<file path="src/rtl/btu_pkg.sv">
package btu_pkg;

    parameter int XLEN  = 64;
    parameter int IDX_W = $clog2(XLEN);

    typedef enum logic [2:0] {
        OP_BT   = 3'd0,
        OP_BTR  = 3'd1,
        OP_BTC  = 3'd2,
        OP_TEST = 3'd3,
        OP_SETC = 3'd4
    } btu_op_e;

    typedef enum logic [1:0] {
        SZ_8  = 2'd0,
        SZ_16 = 2'd1,
        SZ_32 = 2'd2,
        SZ_64 = 2'd3
    } btu_size_e;

    typedef struct packed {
        logic            err;
        logic            wr;
        logic [XLEN-1:0] data;
        logic            upd_c;
        logic            carry;
        logic            upd_z;
        logic            zero;
    } btu_result_t;

    // Mask applied to the bit index so that it wraps at the operand width.
    function automatic logic [IDX_W-1:0] idx_wrap(input logic [1:0] sz);
        logic [IDX_W-1:0] m;
        case (sz)
            SZ_8:    m = IDX_W'(7);
            SZ_16:   m = IDX_W'(15);
            SZ_32:   m = IDX_W'(31);
            default: m = IDX_W'(XLEN - 1);
        endcase
        return m;
    endfunction

    // Mask of the bits that belong to an operand of the given size.
    function automatic logic [XLEN-1:0] width_mask(input logic [1:0] sz);
        logic [XLEN-1:0] m;
        case (sz)
            SZ_8:    m = XLEN'(64'h0000_0000_0000_00FF);
            SZ_16:   m = XLEN'(64'h0000_0000_0000_FFFF);
            SZ_32:   m = XLEN'(64'h0000_0000_FFFF_FFFF);
            default: m = '1;
        endcase
        return m;
    endfunction

endpackage

</file>
<file path="src/rtl/btu_bit_mask.sv">
module btu_bit_mask
    import btu_pkg::*;
(
    input  logic [1:0]       size_code,
    input  logic [IDX_W-1:0] bit_idx,
    output logic [XLEN-1:0]  onehot
);
    logic [IDX_W-1:0] eff_idx;

    assign eff_idx = bit_idx & idx_wrap(size_code);

    for (genvar i = 0; i < XLEN; i++) begin : g_sel
        assign onehot[i] = (eff_idx == IDX_W'(i));
    end
endmodule

</file>
<file path="src/rtl/btu_exec.sv">
module btu_exec
    import btu_pkg::*;
(
    input  logic [2:0]      op_code,
    input  logic [1:0]      size_code,
    input  logic [XLEN-1:0] opnd_a,
    input  logic [XLEN-1:0] opnd_b,
    input  logic [XLEN-1:0] onehot,
    input  logic            carry_in,
    output btu_result_t     res
);
    logic            known_op;
    logic            bit_class;
    logic            illegal;
    logic            sel_bit;
    logic [XLEN-1:0] anded;

    assign known_op  = (op_code <= 3'd4);
    assign bit_class = (op_code <= 3'd2);
    assign illegal   = !known_op
                     || (bit_class && size_code == SZ_8)
                     || (op_code == OP_SETC && size_code != SZ_8);
    assign sel_bit   = |(opnd_a & onehot);
    assign anded     = opnd_a & opnd_b & width_mask(size_code);

    always_comb begin
        res       = '0;
        res.data  = opnd_a;
        if (illegal) begin
            res.err = 1'b1;
        end else begin
            case (op_code)
                OP_BT: begin
                    res.upd_c = 1'b1;
                    res.carry = sel_bit;
                end
                OP_BTR: begin
                    res.upd_c = 1'b1;
                    res.carry = sel_bit;
                    res.wr    = 1'b1;
                    res.data  = opnd_a & ~onehot;
                end
                OP_BTC: begin
                    res.upd_c = 1'b1;
                    res.carry = sel_bit;
                    res.wr    = 1'b1;
                    res.data  = opnd_a ^ onehot;
                end
                OP_TEST: begin
                    res.upd_c = 1'b1;
                    res.carry = 1'b0;
                    res.upd_z = 1'b1;
                    res.zero  = (anded == '0);
                end
                default: begin
                    res.wr   = 1'b1;
                    res.data = {opnd_a[XLEN-1:8], 7'b0, carry_in};
                end
            endcase
        end
    end
endmodule

</file>
<file path="src/rtl/btu_flags.sv">
module btu_flags (
    input  logic clk,
    input  logic rst,
    input  logic upd_c,
    input  logic carry_nxt,
    input  logic upd_z,
    input  logic zero_nxt,
    output logic carry_q,
    output logic zero_q
);
    always_ff @(posedge clk) begin
        if (rst) begin
            carry_q <= 1'b0;
            zero_q  <= 1'b0;
        end else begin
            if (upd_c) carry_q <= carry_nxt;
            if (upd_z) zero_q  <= zero_nxt;
        end
    end
endmodule

</file>
<file path="src/rtl/bit_test_unit.sv">
module bit_test_unit
    import btu_pkg::*;
(
    input  logic             clk,
    input  logic             rst,
    input  logic             in_valid,
    input  logic [2:0]       op_code,
    input  logic [1:0]       size_code,
    input  logic [XLEN-1:0]  opnd_a,
    input  logic [XLEN-1:0]  opnd_b,
    input  logic [IDX_W-1:0] bit_idx,
    output logic             out_valid,
    output logic             wr_en,
    output logic [XLEN-1:0]  wr_data,
    output logic             out_err,
    output logic             carry_flag,
    output logic             zero_flag
);
    logic [XLEN-1:0] onehot;
    btu_result_t     res;

    btu_bit_mask u_mask (
        .size_code (size_code),
        .bit_idx   (bit_idx),
        .onehot    (onehot)
    );

    btu_exec u_exec (
        .op_code   (op_code),
        .size_code (size_code),
        .opnd_a    (opnd_a),
        .opnd_b    (opnd_b),
        .onehot    (onehot),
        .carry_in  (carry_flag),
        .res       (res)
    );

    btu_flags u_flags (
        .clk       (clk),
        .rst       (rst),
        .upd_c     (in_valid && res.upd_c),
        .carry_nxt (res.carry),
        .upd_z     (in_valid && res.upd_z),
        .zero_nxt  (res.zero),
        .carry_q   (carry_flag),
        .zero_q    (zero_flag)
    );

    always_ff @(posedge clk) begin
        if (rst) begin
            out_valid <= 1'b0;
            wr_en     <= 1'b0;
            out_err   <= 1'b0;
            wr_data   <= '0;
        end else begin
            out_valid <= in_valid;
            wr_en     <= in_valid && res.wr;
            out_err   <= in_valid && res.err;
            if (in_valid) wr_data <= res.data;
        end
    end
endmodule

</file>
<file path="config.mk">
export PLATFORM = sky130hd
export DESIGN_NAME = bit_test_unit
export DESIGN_NICKNAME = d
export VERILOG_FILES = /design/src/rtl/btu_pkg.sv /design/src/rtl/btu_bit_mask.sv /design/src/rtl/btu_exec.sv /design/src/rtl/btu_flags.sv /design/src/rtl/bit_test_unit.sv
export SDC_FILE = /design/constraint.sdc
export NUM_CORES = 1
export LEC_CHECK = 0
export BUFFER_PORTS_ARGS = -buffer_cell sky130_fd_sc_hd__buf_2
export CAP_MARGIN = 20
export CORE_MARGIN = 3
export CORE_UTILIZATION = 48
export DETAILED_ROUTE_END_ITERATION = 16
export PLACE_DENSITY = 0.84
export SETUP_SLACK_MARGIN = 0.2
export SYNTH_ARGS = -nofsm -noshare
export SYNTH_HDL_FRONTEND = slang
export SYNTH_HIERARCHICAL = 1
export SYNTH_SLANG_ARGS = --single-unit
</file>
<file path="constraint.sdc">
create_clock -name clk -period 1.9 [get_ports clk]
set_input_delay 0.095 -clock clk [delete_from_list [all_inputs] [get_ports clk]]
set_output_delay 0.095 -clock clk [all_outputs]
set_load 0.02 [all_outputs]
</file>
After elaboration in Yosys (flattened, before gate mapping)

Cells that the tools add are included.

Input port bits: 142
Word-level logic and storage cells: 108
Output and inout port bits: 69
Register bits: 69

Order comparisons: 2
Mux-type cells: 7
Eq/ne operators: 69
Reduce and logical (&&, ||, !) cells: 17
Bitwise logic cells: 7

Operator list:

| cell                                                 | count |
|---|---|
| AND 64 bit                                           | 4 |
| one-hot mux 65 bit (3 select lines)                  | 1 |
| == test 6 bit (second input constant)                | 32 |
| one-hot mux 64 bit (3 select lines)                  | 1 |
| == test 6 x 5 -> 1 bit (second input constant)       | 16 |
| two-way mux 69 bit                                   | 1 |
| zero test 64 bit                                     | 1 |
| inverter 64 bit                                      | 1 |
| OR reduction 64 bit                                  | 1 |
| bitwise XOR 64 bit                                   | 1 |
| == test 6 x 4 -> 1 bit (second input constant)       | 8 |
| == test 6 x 3 -> 1 bit (second input constant)       | 4 |
| one-hot mux 6 bit (3 select lines)                   | 1 |
| == test 6 x 2 -> 1 bit (second input constant)       | 2 |
| AND 6 bit                                            | 1 |
| == test 3 x 2 -> 1 bit (second input constant)       | 2 |
| == test 6 x 1 -> 1 bit (second input constant)       | 1 |
| logical AND 1 bit                                    | 6 |
| zero test 6 bit                                      | 1 |
| one-hot mux 2 bit (2 select lines)                   | 1 |
| == test 3 x 1 -> 1 bit (second input constant)       | 1 |
| == test 3 bit (second input constant)                | 1 |
| <= comparator 3 x 2 -> 1 bit (second input constant) | 1 |
| <= comparator 3 bit (second input constant)          | 1 |
| other kinds (11)                                     | 12 |

Longest topological paths before layout

Gate-level depths: netlist of run 1.

Depth after elaboration: 9
Depth in mapped cells: 14

By module

Netlist of run 1, hierarchy kept.

Modules (own cells, without submodules):

| module        | cells an instance | sequential area each (µm²) | area an instance (µm²) | instances |
|---|---|---|---|---|
| btu_exec      | 558               | 0.0                        | 3731.1                 | 1 |
| bit_test_unit | 215               | 1341.3                     | 2402.3                 | 1 |
| btu_bit_mask  | 100               | 0.0                        | 447.9                  | 1 |
| btu_flags     | 6                 | 40.0                       | 67.6                   | 1 |

Worst setup path after synthesis of run 1

OpenSTA, ideal clock, no wires.

Kind: input to register
Start: input port size_code[0]
End: register u_flags.carry_q
Arrival: 1.873 ns
Slack: -0.088 ns
Path buffers: 3
Cell stages on the path: 13
Path through: clkbuf_2 > a21oi_1 > nor2b_1 > clkbuf_2 > buf_2 > nor2_1 > ha_1 > nor4_1 > nand4_1 > nor4_1 > a2111oi_0 > mux2i_1 > nor2_1

RTL lines:

| element              | line               | RTL |
|---|---|---|
| start, declared      | bit_test_unit.sv:8 | `input logic [1:0] size_code,` |
| end signal, assigned | btu_flags.sv:16    | `if (upd_c) carry_q <= carry_nxt;` |
| end, declared        | btu_flags.sv:8     | `output logic carry_q,` |

==> results.sh, run 1 <==
export IMPL_status="finished, violations left"
export IMPL_final_net_count=1421
export IMPL_cts_tree="yes"
export IMPL_slew_headroom_pct=73.1
export IMPL_r2r_cells=4
export IMPL_p_per_area_mw_per_mm2=488
export IMPL_fin_util_pct=70.7
export IMPL_switching_share_pct=33.0
export IMPL_combPwrFrac_pct=31.0
export IMPL_tns_ns=-0.0607
export IMPL_path_class="primary input to register"
export IMPL_r2r_end="wr_data[0]$_SDFFE_PP0P_"
export IMPL_overflow=0
export IMPL_synth_cell_types=40
export IMPL_cts_root_buffer="clkbuf_16"
export IMPL_fin_cells=1332
export IMPL_cts_hold_buf=0
export IMPL_worst_slack_ns=-0.0607
export IMPL_fmax_mhz=510
export IMPL_numPortBuffers=210
export IMPL_core_mm2=0.0134
export IMPL_seq_area_frac_synth_pct=20.8
export IMPL_cts_buffers_inserted=9
export IMPL_rsz0062_at_grt="true"
export IMPL_hold_viol_final=0
export IMPL_critical_path_arrival_ns=2.18
export IMPL_avgSynthCellArea_um2=7.56
export IMPL_worstHoldPathCells=5
export IMPL_critPathCaptureType="register"
export IMPL_maxSlewViolCount=0
export IMPL_htreeDepth=3
export IMPL_violations="negative setup slack"
export IMPL_power_leakage_nw=4.67
export IMPL_clkPwrFrac_pct=34.7
export IMPL_layout_common_cells="buf_2 (202), nor2_1 (165), ha_1 (109)"
export IMPL_grt_pass1_wl_um=34700
export IMPL_via_count=7291
export IMPL_hold_class="primary input to register"
export IMPL_fin_worst_skew_ns=0.00497
export IMPL_p_seq_share_pct=34.4
export IMPL_post_drt_wl_per_cell_um=17.4
export IMPL_r2r_start="u_flags/carry_q$_SDFFE_PP0P_"
export IMPL_syn_num_nets=1149
export IMPL_cp_max_fo=7
export IMPL_die_area_mm2=0.0153
export IMPL_start_util_pct=49.6
export IMPL_grt_pass1_vias=6941
export IMPL_viasPerCell=5.47
export IMPL_worstSetupStartpointType="primary input"
export IMPL_antenna_found_initial=0
export IMPL_die_height_um=124
export IMPL_wirelength_um=23100
export IMPL_clock_path_buffers=2
export IMPL_drive_above_1_share_pct=36.8
export IMPL_yosys_register_bits=69
export IMPL_p_total_mw=4.62
export IMPL_final_common_cell="buf_2"
export IMPL_dpl_hpwl_um=17200
export IMPL_period_needed_ns=1.96
export IMPL_crit_path_start="size_code[1]"
export IMPL_drc_errors=0
export IMPL_setup_violations=1
export IMPL_timing_final_crit_share_pct=103
export IMPL_clk_pin_slew_ns=0.06
export IMPL_crit_required_ns=2.12
export IMPL_worstSetupEndpoint="u_flags/carry_q$_SDFFE_PP0P_"
export IMPL_synth_area_mm2=0.00665
export IMPL_diodes=0
export IMPL_first_pass_iters=5
export IMPL_placed_area_mm2=0.00823
export IMPL_p_switching_mw=1.53
export IMPL_worst_pin_slew_ns=0.397
export IMPL_r2r_setup_slack_ns=1.02
export IMPL_clkSinkCount=69
export IMPL_irDropWorstVdd_mv=0.368
export IMPL_row_count=42
export IMPL_insertion_delay_ns=0.34
export IMPL_grt_max_degree=64
export IMPL_intPower_mw=3.09
export IMPL_max_cap_violations=0
export IMPL_grtUsageTotal_pct=29.1
export IMPL_ios=211
export IMPL_syn_inst=879
export IMPL_drtIter0Drc=413
export IMPL_finalInstanceArea_mm2=0.00948
export IMPL_die_w_um=124
export IMPL_dpl_cell_count=1284
export IMPL_gp_congestion=0.911
export IMPL_area_growth_pct=42.6
export IMPL_yosysWarnings=6
export IMPL_ant_nets=0
critical path: stages:
cell and delay [ns]:
buf_12 0.12, or2_4 0.28, buf_4 0.15, nand3_4 0.08
nor2_1 0.09, ha_1 0.22, nor4_2 0.33, nand4_1 0.19
nor4_2 0.32, a2111oi_2 0.06, mux2i_1 0.18, nor2_1 0.07
per-stage QoR:
stage                     hold slack, ns  worst slack [ns]
after floorplan                    0.167             0.118
after global placement             0.468            -0.457
after detailed placement           0.477            -0.512
after CTS                          0.155            0.0308
after global routing               0.207           -0.0675
final                              0.156           -0.0607
cells in the mapped netlist (all sizes together):
master / count / share of area, %
o211a: 1 / 0.15
a22oi: 16 / 1.8
and3: 1 / 0.094
a211o: 1 / 0.13
o21ai: 67 / 5.1
nand2b: 2 / 0.19
a21o: 1 / 0.11
nand3b: 3 / 0.34
a2111oi: 1 / 0.13
and2b: 1 / 0.11
and4: 1 / 0.13
mux2i: 67 / 10
o22ai: 1 / 0.094
nor2: 197 / 11
buf: 42 / 5.3
nand2: 69 / 3.9
or2: 2 / 0.19
a221oi: 8 / 1.1
nand4b: 2 / 0.26
clkbuf: 9 / 0.55
dfxtp: 69 / 21
a22o: 8 / 1.1
ha: 128 / 24
a21oi: 64 / 4.8
nor4: 17 / 1.6
inv: 67 / 3.8
nand4: 11 / 1.0
and3b: 1 / 0.13
and2: 6 / 0.56
nand3: 11 / 0.83
o311ai: 1 / 0.13
nor2b: 4 / 0.38
logic make-up after synthesis:
family | count (synthesis) | share of synthesized area (%)
compound gates | 169 | 14.6
fa+ha+maj | 128 | 24.1
buf+inv | 118 | 9.60
flops | 69 | 20.8
mux | 67 | 10.1
simple gates | 328 | 20.9
power by group through the flow:
stage	logic [mW]	registers, mW	clock network, mW
global placement	1.25	1.62	0
CTS	1.34	1.59	1.61
finish	1.43	1.59	1.60
detailed placement	1.28	1.62	0
global route	1.56	1.60	1.67
floorplan	0.641	1.73	0
how the worst min path moves through the flow:
stage                                   from                            to
floorplan                                rst  u_flags/carry_q$_SDFFE_PP0P_
global placement    wr_data[23]$_SDFFE_PP0P_      wr_data[23]$_SDFFE_PP0P_
detailed placement  wr_data[59]$_SDFFE_PP0P_      wr_data[59]$_SDFFE_PP0P_
CTS                               opnd_a[26]      wr_data[26]$_SDFFE_PP0P_
global route                      opnd_a[14]      wr_data[14]$_SDFFE_PP0P_
finish                             opnd_a[2]       wr_data[2]$_SDFFE_PP0P_
final cells by class:
class,instances,area [um^2]
Clock inverter,4,22.5
Inverter,67,254
Clock buffer,12,256
Fill cell,1052,3920
Timing Repair Buffer,312,2080
Sequential cell,69,1380
Multi-Input combinational cell,692,5260
Tap cell,176,220
what timing repair did:
action | CTS | global route
gates resized for setup | 68 | 98
endpoints found under the hold margin | 0 | 0
pin swaps | 24 | 47
gates cloned | 2 | 0
setup buffers | 8 | 22
setup endpoints to repair | 14 | 32
per-layer routing:
metal	up-vias	part of all wire [%]	GRT usage (%)
met3	34	6.3	4.18
li1	3523	-	-
met5	-	0	0
met2	278	50	51.5
met1	3456	41	36.3
met4	0	2.1	9.07
sequential cells by signal (all words and copies together), names as in the netlist:
| signal | flops |
|---|---|
| out_valid | 1 |
| wr_en | 1 |
| wr_data | 64 |
| out_err | 1 |
| u_flags/zero_q | 1 |
| u_flags/carry_q | 1 |
Note: power is estimated with default switching activity, not from simulation.
==> run 2: changes to the inputs <==
--- a/config.mk
+++ b/config.mk
@@ -7,10 +7,9 @@
 export LEC_CHECK = 0
 export BUFFER_PORTS_ARGS = -buffer_cell sky130_fd_sc_hd__buf_2
 export CAP_MARGIN = 20
-export CORE_MARGIN = 3
 export CORE_UTILIZATION = 48
 export DETAILED_ROUTE_END_ITERATION = 16
-export PLACE_DENSITY = 0.84
+export PLACE_DENSITY = 0.81
 export SETUP_SLACK_MARGIN = 0.2
 export SYNTH_ARGS = -nofsm -noshare
 export SYNTH_HDL_FRONTEND = slang
==> results.sh, run 2 (synthesis results as in run 1) <==
export IMPL_status="finished, violations left"
export IMPL_violations="negative setup slack"
export IMPL_row_count=42
export IMPL_grtUsageTotal_pct=30.5
export IMPL_clk_pin_slew_ns=0.06
export IMPL_die_area_mm2=0.0143
export IMPL_htreeDepth=3
export IMPL_hp_start="opnd_a[14]"
export IMPL_grt_pass1_wl_um=33900
export IMPL_setup_violations=1
export IMPL_viasPerCell=5.44
export IMPL_cts_buffers_inserted=9
export IMPL_power_leakage_nw=4.60
export IMPL_overflow=0
export IMPL_numPortBuffers=210
export IMPL_via_count=7260
export IMPL_dpl_hpwl_um=16500
export IMPL_r2r_start="u_flags/carry_q$_SDFFE_PP0P_"
export IMPL_first_pass_iters=5
export IMPL_final_net_count=1424
export IMPL_path_class="primary input to register"
export IMPL_start_util_pct=49.6
export IMPL_die_height_um=120
export IMPL_drive_above_1_share_pct=34.9
export IMPL_layout_common_cells="buf_2 (203), nor2_1 (168), ha_1 (118)"
export IMPL_cts_hold_buf=0
export IMPL_irDropWorstVdd_mv=0.460
export IMPL_slew_headroom_pct=68.4
export IMPL_drc_errors=0
export IMPL_drtIter0Drc=576
export IMPL_critical_path_arrival_ns=2.16
export IMPL_crit_required_ns=2.13
export IMPL_regMostFlops="wr_data"
export IMPL_finalInstanceArea_mm2=0.00927
export IMPL_grt_pass1_vias=6667
export IMPL_gp_congestion=0.907
export IMPL_worstSetupStartpointType="primary input"
export IMPL_clkSinkCount=69
export IMPL_critPathCaptureType="register"
export IMPL_p_total_mw=4.69
export IMPL_die_w_um=120
export IMPL_crit_path_start="size_code[0]"
export IMPL_cp_max_fo=6
export IMPL_rsz0062_at_grt="true"
export IMPL_grt_max_degree=68
export IMPL_area_growth_pct=39.3
export IMPL_diodes=0
export IMPL_max_cap_violations=0
export IMPL_insertion_delay_ns=0.34
export IMPL_cts_tree="yes"
export IMPL_clock_path_buffers=2
export IMPL_antenna_found_initial=0
export IMPL_final_common_cell="buf_2"
export IMPL_post_drt_wl_per_cell_um=17.0
export IMPL_period_needed_ns=1.94
export IMPL_timing_final_crit_share_pct=102
export IMPL_cts_root_buffer="clkbuf_16"
export IMPL_fin_worst_skew_ns=0.00404
export IMPL_core_mm2=0.0134
export IMPL_placed_area_mm2=0.00824
export IMPL_wirelength_um=22700
export IMPL_ant_nets=0
export IMPL_hold_viol_final=0
export IMPL_fmax_mhz=517
export IMPL_maxSlewViolCount=0
export IMPL_hold_class="primary input to register"
export IMPL_worst_pin_slew_ns=0.474
export IMPL_nFillCells=1110
export IMPL_worst_slack_ns=-0.0352
export IMPL_p_per_area_mw_per_mm2=507
export IMPL_ios=211
export IMPL_largest_reg_flops=64
==> run 2: cell count changes in the layout (fill, tap and decap cells not counted), sizes merged <==
cell / delta
buf: +5
clkinv: -3
bufbuf: -1
bufinv: +1
clkinvlp: -1
nand3: +1
==> run 2: worst paths after layout <==
kind / end / slack (ns) / depth (start not counted)
hold / removal: wr_data[14]$_SDFFE_PP0P_ / 0.17 / 5
hold reg to reg: wr_data[53]$_SDFFE_PP0P_ / 0.49 / 2
setup reg to reg: wr_data[0]$_SDFFE_PP0P_ / 1.02 / 4
setup / recovery: u_flags/carry_q$_SDFFE_PP0P_ / -0.04 / 14
==> run 2: layer usage <==
metal  part of all wire (%)  wire length [um]  GRT usage, %
met1                     42              9480          37.1
met2                     49             11100          53.4
met3                    6.6              1490          5.70
met4                    2.7               617          10.4
met5                      0                 0             0
==> run 2: layout make-up <==
cell class	count	area [um^2]	area share, %
Multi-Input combinational cell	693	5080	54.8
Timing Repair Buffer	314	2030	22.0
Sequential cell	69	1380	14.9
Clock buffer	14	264	2.85
Inverter	67	254	2.74
Tap cell	176	220	2.38
Clock inverter	1	30.0	0.324
==> run 2: critical path: stages <==
cell	delay, ns
buf_12	0.12
or2_4	0.29
nand4_1	0.13
buf_4	0.14
buf_6	0.09
nor2_4	0.04
ha_4	0.15
nor4_4	0.29
nand4_1	0.15
nor4_2	0.28
buf_4	0.15
a2111oi_2	0.03
mux2i_1	0.15
nor2_1	0.05
==> run 2: what timing repair did <==
item | 4_1_cts | 5_1_grt
pin swaps | 29 | 28
gates cloned | 3 | 0
setup endpoints to repair | 12 | 24
gates resized for setup | 67 | 55
setup buffers | 17 | 9
==> run 2: stage by stage <==
stage / utilization, % / worst slack (ns) / hold WS [ns] / setup TNS [ns] / std cells
after floorplan: - / 0.118 / 0.167 / 0 / 879
after CTS: 67.0 / 0.0452 / 0.160 / 0 / 1325
after global routing: 69.1 / -0.143 / 0.202 / -0.159 / 1334
final: 69.1 / -0.0352 / 0.172 / -0.0352 / 1334
after global placement: 61.5 / -0.648 / 0.470 / -4.69 / 1290
after detailed placement: 61.5 / -0.602 / 0.478 / -5.26 / 1290
==> run 2: report_power, final <==
group,internal [mW],switching (mW),total (mW)
clock,1.08,0.607,1.69
combinational,0.604,0.815,1.42
sequential,1.54,0.0442,1.59
total,3.23,1.47,4.69
==> run 3: changes to the inputs <==
--- a/config.mk
+++ b/config.mk
@@ -7,9 +7,9 @@
 export LEC_CHECK = 0
 export BUFFER_PORTS_ARGS = -buffer_cell sky130_fd_sc_hd__buf_2
 export CAP_MARGIN = 20
-export CORE_UTILIZATION = 48
+export CORE_UTILIZATION = 53
 export DETAILED_ROUTE_END_ITERATION = 16
-export PLACE_DENSITY = 0.81
+export PLACE_DENSITY = 0.85
 export SETUP_SLACK_MARGIN = 0.2
 export SYNTH_ARGS = -nofsm -noshare
 export SYNTH_HDL_FRONTEND = slang
==> constraint.sdc (replaced) <==
create_clock -name clk -period 2 [get_ports clk]
set_input_delay 0.1 -clock clk [delete_from_list [all_inputs] [get_ports clk]]
set_output_delay 0.1 -clock clk [all_outputs]
set_load 0.02 [all_outputs]
==> results.sh, run 3 (synthesis results as in run 1) <==
export IMPL_status="finished clean"
export IMPL_diodes=0
export IMPL_cp_num_buf_inv=2
export IMPL_viasPerCell=5.46
export IMPL_clkSinkCount=69
export IMPL_drc_errors=0
export IMPL_ant_nets=0
export IMPL_gp_congestion=0.910
export IMPL_power_leakage_nw=4.42
export IMPL_final_common_cell="buf_2"
export IMPL_dpl_hpwl_um=16300
export IMPL_fin_worst_skew_ns=0.00493
export IMPL_slew_headroom_pct=54.7
export IMPL_fin_cells=1287
export IMPL_hold_viol_final=0
export IMPL_nFillCells=1010
export IMPL_critPathCaptureType="register"
export IMPL_rsz0062_at_grt="true"
export IMPL_area_growth_pct=33.5
export IMPL_setup_violations=0
export IMPL_path_cells="buf_2, buf_4, o211a_4, nand3_4, nor2_1, ha_1, nor4_2, nand4_1, nor4_2, a2111oi_1, mux2i_1, nor2_1"
export IMPL_fin_util_pct=73.3
export IMPL_ios=211
export IMPL_timing_final_crit_share_pct=92.9
export IMPL_insertion_delay_ns=0.35
export IMPL_final_net_count=1386
export IMPL_worst_pin_slew_ns=0.679
export IMPL_layout_common_cells="buf_2 (206), nor2_1 (183), ha_1 (111)"
export IMPL_p_total_mw=4.43
export IMPL_crit_required_ns=2.24
export IMPL_clock_path_buffers=2
export IMPL_grt_pass1_wl_um=32500
export IMPL_r2r_setup_slack_ns=1.11
export IMPL_irDropWorstVdd_mv=0.374
export IMPL_cp_max_fo=4
export IMPL_grt_max_degree=64
export IMPL_worstSetupStartpointType="primary input"
export IMPL_first_pass_iters=5
export IMPL_antenna_found_initial=0
export IMPL_cts_tree="yes"
export IMPL_drtIter0Drc=548
export IMPL_drive_above_1_share_pct=31.9
export IMPL_tns_ns=0
export IMPL_fmax_mhz=538
export IMPL_die_w_um=114
export IMPL_period_needed_ns=1.86
export IMPL_wirelength_um=21700
export IMPL_largest_reg_flops=64
export IMPL_start_util_pct=54.9
export IMPL_slowest_stage="nor4_2"
export IMPL_row_count=40
export IMPL_core_mm2=0.0121
export IMPL_path_class="primary input to register"
export IMPL_numPortBuffers=210
export IMPL_p_per_area_mw_per_mm2=500
export IMPL_post_drt_wl_per_cell_um=16.8
export IMPL_via_count=7026
export IMPL_regMostFlops="wr_data"
export IMPL_cts_buffers_inserted=9
export IMPL_crit_path_max_incr_delay_ns=0.37
export IMPL_crit_family="simple AND/OR/NAND/NOR gates"
export IMPL_maxSlewViolCount=0
export IMPL_grt_pass1_vias=6544
export IMPL_placed_area_mm2=0.00808
export IMPL_die_height_um=114
export IMPL_hold_class="primary input to register"
export IMPL_grtUsageTotal_pct=32.4
export IMPL_cts_root_buffer="clkbuf_16"
export IMPL_die_area_mm2=0.0130
export IMPL_htreeDepth=3
export IMPL_clk_pin_slew_ns=0.06
export IMPL_dpl_cell_count=1264
export IMPL_max_cap_violations=0
export IMPL_finalInstanceArea_mm2=0.00887
export IMPL_overflow=0
export IMPL_critical_path_arrival_ns=2.10
==> run 3: changes by cell type in the layout (fill, tap and decap cells not counted), moves of 4 or more <==
cell     previous run  this run
nor2_1            168       183
buf_6              16        10
buf_4              85        55
nor2_4             13         5
ha_2                6        14
nor2_2             16         9
buf_12             10         5
nand2_2             4         0
ha_1              118       111
==> run 3: worst paths after layout <==
kind                                startpoint                      endpoint  cells after the start
setup reg to reg  u_flags/carry_q$_SDFFE_PP0P_       wr_data[0]$_SDFFE_PP0P_                      4
setup / recovery                    bit_idx[3]  u_flags/carry_q$_SDFFE_PP0P_                     12
hold reg to reg       wr_data[61]$_SDFFE_PP0P_      wr_data[61]$_SDFFE_PP0P_                      2
hold / removal                       opnd_a[4]       wr_data[4]$_SDFFE_PP0P_                      5
==> run 3: routing by layer <==
layer,share of wire (%),up-vias,GRT usage [%],wire (um)
met5,0,-,0,0
met4,2.4,0,10.3,527
met3,5.3,41,6.00,1140
met2,50,249,58.0,10700
met1,43,3288,39.1,9240
li1,-,3448,-,-
==> run 3: area by class of cell <==
cell class	count	area (um^2)	share of cell area (%)
multi-input cells	692	5060	57.0
repair buffers	277	1670	18.8
flip-flops and latches	69	1380	15.6
clock buffers	13	270	3.05
inverters	67	251	2.83
well taps	168	210	2.37
clock inverters	1	30.0	0.338
==> run 3: metrics by stage <==
step	hold WS (ns)	setup WS (ns)
6_report	0.172	0.142
5_1_grt	0.204	0.0781
4_1_cts	0.168	0.191
3_5_place_dp	0.478	-0.420
3_3_place_gp	0.469	-0.419
2_1_floorplan	0.172	0.202
==> run 3: worst reg2reg max path, delay by kind of cell, from the launching register on <==
family	cells	cell delay, ns
DFF	1	0.33
muxes	2	0.30
AOI/OAI and AO/OA	1	0.08
and+or+nand+nor	1	0.05
==> run 3: report_power, final <==
group	internal [mW]	switching, mW
Clock	1.05	0.603
Sequential	1.47	0.0426
Combinational	0.520	0.750
==> run 3: timing repair <==
item | 4_1_cts | 5_1_grt
pin swaps | 18 | 29
setup buffers | 1 | 5
hold buffers | 0 | 0
endpoints found under the setup margin | 5 | 7
gates cloned | 1 | 2
gates resized for setup | 53 | 44
